`config.mk`:
```
export PLATFORM = sky130hd
export DESIGN_NAME = alert_log_slave
export DESIGN_NICKNAME = d
export VERILOG_FILES = /design/src/rtl/alert_log_pkg.sv /design/src/rtl/rst_sync.sv /design/src/rtl/bus_sync.sv /design/src/rtl/xfer_ctrl.sv /design/src/rtl/alert_shreg.sv /design/src/rtl/alert_log_slave.sv
export SDC_FILE = /design/constraint.sdc
export NUM_CORES = 1
export LEC_CHECK = 0
export CORE_ASPECT_RATIO = 1.75
export CORE_MARGIN = 2
export CORE_UTILIZATION = 45
export CTS_CLUSTER_DIAMETER = 60
export DETAILED_ROUTE_END_ITERATION = 12
export DONT_BUFFER_PORTS = 1
export PLACE_DENSITY = 0.71
export SYNTH_ARGS = -nofsm -noshare
export SYNTH_HDL_FRONTEND = slang
export SYNTH_HIERARCHICAL = 1
export SYNTH_SLANG_ARGS = --single-unit
```
`constraint.sdc`:
```
create_clock -name clk -period 3.4 [get_ports clk]
set_input_delay 0.51 -clock clk [delete_from_list [all_inputs] [get_ports clk]]
set_output_delay 0.51 -clock clk [all_outputs]
set_load 0.01 [all_outputs]
```
`src/rtl/alert_log_pkg.sv`:
```
package alert_log_pkg;
  localparam int unsigned BUS_ADDR_W = 3;

  typedef struct packed {
    logic                  sck;
    logic                  sel_n;
    logic [BUS_ADDR_W-1:0] addr;
  } bus_pins_t;

  localparam int unsigned BUS_PINS_W = $bits(bus_pins_t);
  localparam bus_pins_t   BUS_IDLE   = '{sck: 1'b0, sel_n: 1'b1, addr: '0};
endpackage

```
`src/rtl/rst_sync.sv`:
```
module rst_sync #(
  parameter int unsigned STAGES = 2
) (
  input  logic clk,
  input  logic rst_n,
  output logic rst_n_sync
);
  logic [STAGES-1:0] chain_q;
  logic [STAGES-1:0] chain_d;

  always_comb chain_d = {chain_q[STAGES-2:0], 1'b1};

  always_ff @(posedge clk or negedge rst_n) begin
    if (!rst_n) chain_q <= '0;
    else        chain_q <= chain_d;
  end

  assign rst_n_sync = chain_q[STAGES-1];
endmodule

```
`src/rtl/bus_sync.sv`:
```
module bus_sync #(
  parameter int unsigned     WIDTH   = 1,
  parameter int unsigned     STAGES  = 2,
  parameter logic [WIDTH-1:0] RST_VAL = '0
) (
  input  logic             clk,
  input  logic             rst_n,
  input  logic [WIDTH-1:0] din,
  output logic [WIDTH-1:0] dout
);
  logic [WIDTH-1:0] stage_q [STAGES];

  for (genvar s = 0; s < STAGES; s++) begin : g_stage
    logic [WIDTH-1:0] stage_d;
    if (s == 0) begin : g_first
      always_comb stage_d = din;
    end else begin : g_rest
      always_comb stage_d = stage_q[s-1];
    end
    always_ff @(posedge clk or negedge rst_n) begin
      if (!rst_n) stage_q[s] <= RST_VAL;
      else        stage_q[s] <= stage_d;
    end
  end

  assign dout = stage_q[STAGES-1];
endmodule

```
`src/rtl/xfer_ctrl.sv`:
```
module xfer_ctrl
  import alert_log_pkg::*;
#(
  parameter logic [BUS_ADDR_W-1:0] MY_ADDR = '1
) (
  input  logic      clk,
  input  logic      rst_n,
  input  bus_pins_t pins,
  output logic      sel_now,
  output logic      sel_prev,
  output logic      sck_fall,
  output logic      load_en,
  output logic      shift_en,
  output logic      oe
);
  logic sel_prev_d, sck_prev_q, sck_prev_d, oe_d;

  always_comb begin
    sel_now    = !pins.sel_n && (pins.addr == MY_ADDR);
    sck_fall   = sck_prev_q && !pins.sck;
    load_en    = sel_now && !sel_prev;
    shift_en   = sel_now && sel_prev && sck_fall;
    sel_prev_d = sel_now;
    sck_prev_d = pins.sck;
    oe_d       = sel_now;
  end

  always_ff @(posedge clk or negedge rst_n) begin
    if (!rst_n) begin
      sel_prev   <= 1'b0;
      sck_prev_q <= 1'b0;
      oe         <= 1'b0;
    end else begin
      sel_prev   <= sel_prev_d;
      sck_prev_q <= sck_prev_d;
      oe         <= oe_d;
    end
  end
endmodule

```
`src/rtl/alert_shreg.sv`:
```
module alert_shreg #(
  parameter int unsigned WIDTH = 8
) (
  input  logic             clk,
  input  logic             rst_n,
  input  logic             load_en,
  input  logic             shift_en,
  input  logic [WIDTH-1:0] din,
  output logic [WIDTH-1:0] shreg,
  output logic             msb
);
  logic [WIDTH-1:0] shreg_d;

  always_comb begin
    shreg_d = shreg;
    if (load_en)       shreg_d = din;
    else if (shift_en) shreg_d = {shreg[WIDTH-2:0], 1'b0};
  end

  always_ff @(posedge clk or negedge rst_n) begin
    if (!rst_n) shreg <= '0;
    else        shreg <= shreg_d;
  end

  assign msb = shreg[WIDTH-1];
endmodule

```
`src/rtl/alert_log_slave.sv`:
```
module alert_log_slave
  import alert_log_pkg::*;
#(
  parameter int unsigned           SLOTS       = 8,
  parameter int unsigned           SYNC_STAGES = 2,
  parameter logic [BUS_ADDR_W-1:0] MY_ADDR     = '1
) (
  input  logic                  clk,
  input  logic                  rst_n,
  input  logic                  bus_sck,
  input  logic                  bus_sel_n,
  input  logic [BUS_ADDR_W-1:0] bus_addr,
  input  logic [SLOTS-1:0]      slot_alert,
  output logic                  miso_o,
  output logic                  miso_oe
);
  logic             rst_i_n;
  bus_pins_t        pins_raw, pins_s;
  logic [SLOTS-1:0] alert_s;
  logic [SLOTS-1:0] shreg;
  logic             sel_now, sel_prev, sck_fall, load_en, shift_en, oe, msb;

  always_comb pins_raw = '{sck: bus_sck, sel_n: bus_sel_n, addr: bus_addr};

  rst_sync #(.STAGES(2)) u_rst (
    .clk(clk), .rst_n(rst_n), .rst_n_sync(rst_i_n)
  );

  bus_sync #(.WIDTH(BUS_PINS_W), .STAGES(SYNC_STAGES), .RST_VAL(BUS_IDLE)) u_pin_sync (
    .clk(clk), .rst_n(rst_i_n), .din(pins_raw), .dout(pins_s)
  );

  bus_sync #(.WIDTH(SLOTS), .STAGES(SYNC_STAGES), .RST_VAL('0)) u_alert_sync (
    .clk(clk), .rst_n(rst_i_n), .din(slot_alert), .dout(alert_s)
  );

  xfer_ctrl #(.MY_ADDR(MY_ADDR)) u_ctrl (
    .clk(clk), .rst_n(rst_i_n), .pins(pins_s),
    .sel_now(sel_now), .sel_prev(sel_prev), .sck_fall(sck_fall),
    .load_en(load_en), .shift_en(shift_en), .oe(oe)
  );

  alert_shreg #(.WIDTH(SLOTS)) u_shreg (
    .clk(clk), .rst_n(rst_i_n), .load_en(load_en), .shift_en(shift_en),
    .din(alert_s), .shreg(shreg), .msb(msb)
  );

  assign miso_oe = oe;
  assign miso_o  = oe & msb;
endmodule

```
==> impl_metrics.py <==
metrics = {
    "setup_path": {
        "worstSetupStartpointType": "register",
        "crit_path_max_fanout": 8,
        "arrival_ps": 1640,
        "cp-end-kind": "register",
        "r2r_start": "u_pin_sync/dout[3]",
        "critical-path-top-delay-family": "simple AND/OR/NAND/NOR gates",
        "path_cells": "and4b_1 > and3_1 > mux2i_1 > o21ai_1",
        "cpPeakStageDelay_ps": 420,
        "rr_worst_depth": 4,
        "worstReg2RegEnd": "u_shreg/shreg[2]",
        "crit_type": "register to register",
        "worst-endpoint-required_ps": 3560,
        "path_depth": 4,
        "cp_num_buf_inv": 0,
        "slowest_stage": "and3_1",
        "r2r_setup_slack_ps": 1920,
    },
    "logic_synthesis": {
        "netlist_instances": 70,
        "yosys_warnings": 6,
        "syn_avg_cell_area_um2": 16.62,
        "synth_area_mm2": 0.001164,
        "synth_fp_nets": 85,
    },
    "die": {
        "num_io_pins": 17,
        "die_width_um": 42.44,
        "core_area_mm2": 0.002462,
        "design.die.area_mm2": 0.003025,
        "num_rows": 24,
        "start_util_pct": 47.26,
        "die-height_um": 71.27,
    },
    "placement": {
        "port-buffer-count": 0,
        "dp_hpwl_um": 926.8,
        "gp_congestion": 0.6793,
    },
    "route": {
        "drtAntennaViolNets": 0,
        "drtIter0Drc": 11,
        "vias": 520,
        "via_per_inst": 5.000,
        "post_drt_wl_per_cell_um": 12.75,
        "drc_errors": 0,
        "drt-pass1-iter-count": 4,
        "drt_wl_total_mm": 1.326,
    },
    "sta": {
        "rsz0062_at_grt": "no",
        "skew_ps": 7.421,
        "clock.fmax_mhz": 674.9,
        "min_period_ps": 1482,
        "fin_crit_sh_pct": 43.58,
        "setup_violations": 0,
        "fin_tns_setup_ps": 0,
        "slew_viol_final": 0,
        "finalHoldViolCount": 0,
    },
    "clock_tree": {
        "clock_latency_ps": 280,
        "cts_buffers": 5,
        "cts.path.max_buffers": 2,
        "path_clk_slew_ps": 70,
        "cts_tree": "built",
        "htreeDepth": 2,
        "cts-root-buf": "clkbuf_8",
        "clkSinkCount": 38,
    },
    "global_routing": {
        "grtUsageTotal_pct": 11.20,
        "grt_max_degree": 26,
        "antenna_found_initial": 0,
        "gr-usage-met1_pct": 12.16,
        "grt_first_pass_wirelength_mm": 2.311,
        "busiest_layer": "met2",
        "first_global_vias": 539,
        "use_met2_pct": 16.24,
        "groute.layer.met3.usage_pct": 3.778,
        "grt-ovfl-total": 0,
    },
    "power_and_ir_drop": {
        "swShare_pct": 20.40,
        "total_power_uw": 838.2,
        "p_seq_share_pct": 60.5,
        "power_frac_comb_pct": 3.8,
        "p_clk_share_pct": 35.7,
        "p_int_uw": 667.3,
        "power_density_mw_per_mm2": 653.6,
        "p_leak_uw": 0.0005634,
        "vdd.ir_drop.worst_v": 0.0003822,
        "p_sw_uw": 171.0,
    },
    "flow_run": {
        "drv_cap": 0,
    },
    "hold_path": {
        "hold_path.class": "register to asynchronous set/reset pin",
    },
    "cells_and_area": {
        "antenna_cells": 0,
        "final_net_count": 92,
        "areaGrowthSynthToFinish_pct": 10.22,
        "drive_above_1_share_pct": 14.10,
    },
    "outcome": {
        "status": "finished, final reports clean",
    },
}
==> layout by cell type (no fill, tap or decap) <==
cell type      count
buf_4              1
and2_1             1
dfrtp_1           36
conb_1             1
nand2_1            8
o21ai_0            1
clkbuf_8           6
dlygate4sd3_1      1
clkbuf_1           1
and4b_1            1
mux2i_1            7
o21ai_1            7
dfstp_2            2
and3_1             1
nand2b_1           1
and2b_2            1
nor2b_1            1
clkinv_2           1
==> layer usage <==
metal	vias up	wire length (um)
met5	-	0
met4	0	68
met3	6	73
met2	15	682
met1	262	502
li1	237	-
==> sequential cells by signal, indices dropped and copies added, names as in the netlist <==
signal / count
u_rst/chain_q: 2
u_ctrl/sel_prev: 1
u_alert_sync/g_stage.stage_d: 8
u_alert_sync/dout: 8
u_shreg/shreg: 8
u_ctrl/sck_prev_q: 1
u_pin_sync/g_stage.stage_d: 5
u_pin_sync/dout: 5
==> what timing repair did <==
action	4_1_cts	5_1_grt
endpoints found under the hold margin	2	0
resized for setup	0	0
hold buffers	1	0
buffers inserted	0	0
==> power groups by stage <==
stage | logic [uW] | registers [uW] | clock network (uW)
floorplan | 21.9 | 514 | 0
global placement | 29.2 | 514 | 0
detailed placement | 31.2 | 517 | 0
CTS | 32.5 | 508 | 309
global route | 37.0 | 512 | 329
finish | 31.6 | 507 | 300
==> metrics by stage <==
stage          area (um2)  hold slack [ps]  instances  utilization [%]  worst slack (ps)
3_5_place_dp         1181            189.8         95            47.97              1902
5_1_grt              1282            208.1        104            52.08              1804
4_1_cts              1282            191.0        104            52.08              1893
3_3_place_gp         1181            173.3         95            47.97              1953
2_1_floorplan        1164            214.4         70                -              2103
6_report             1282            175.7        104            52.08              1918
==> layout make-up <==
class / count / area, um2
Multi-Input combinational cell: 30 / 187.7
Sequential cell: 38 / 953.4
Fill cell: 204 / 1180
Timing Repair Buffer: 2 / 17.52
Clock buffer: 7 / 86.33
Tap cell: 26 / 32.53
Clock inverter: 1 / 5.005
==> worst max-delay path by stage <==
| stage | start | endpoint |
|---|---|---|
| 2_1_floorplan | u_pin_sync/dout[3] | u_shreg/shreg[1] |
| 6_report | u_pin_sync/dout[3] | u_shreg/shreg[2] |
| 3_5_place_dp | u_pin_sync/dout[3] | u_shreg/shreg[2] |
| 3_3_place_gp | u_pin_sync/dout[3] | u_shreg/shreg[3] |
| 4_1_cts | u_pin_sync/dout[3] | u_shreg/shreg[2] |
| 5_1_grt | u_pin_sync/dout[3] | u_shreg/shreg[2] |
Power figures use the tool's default switching activity.
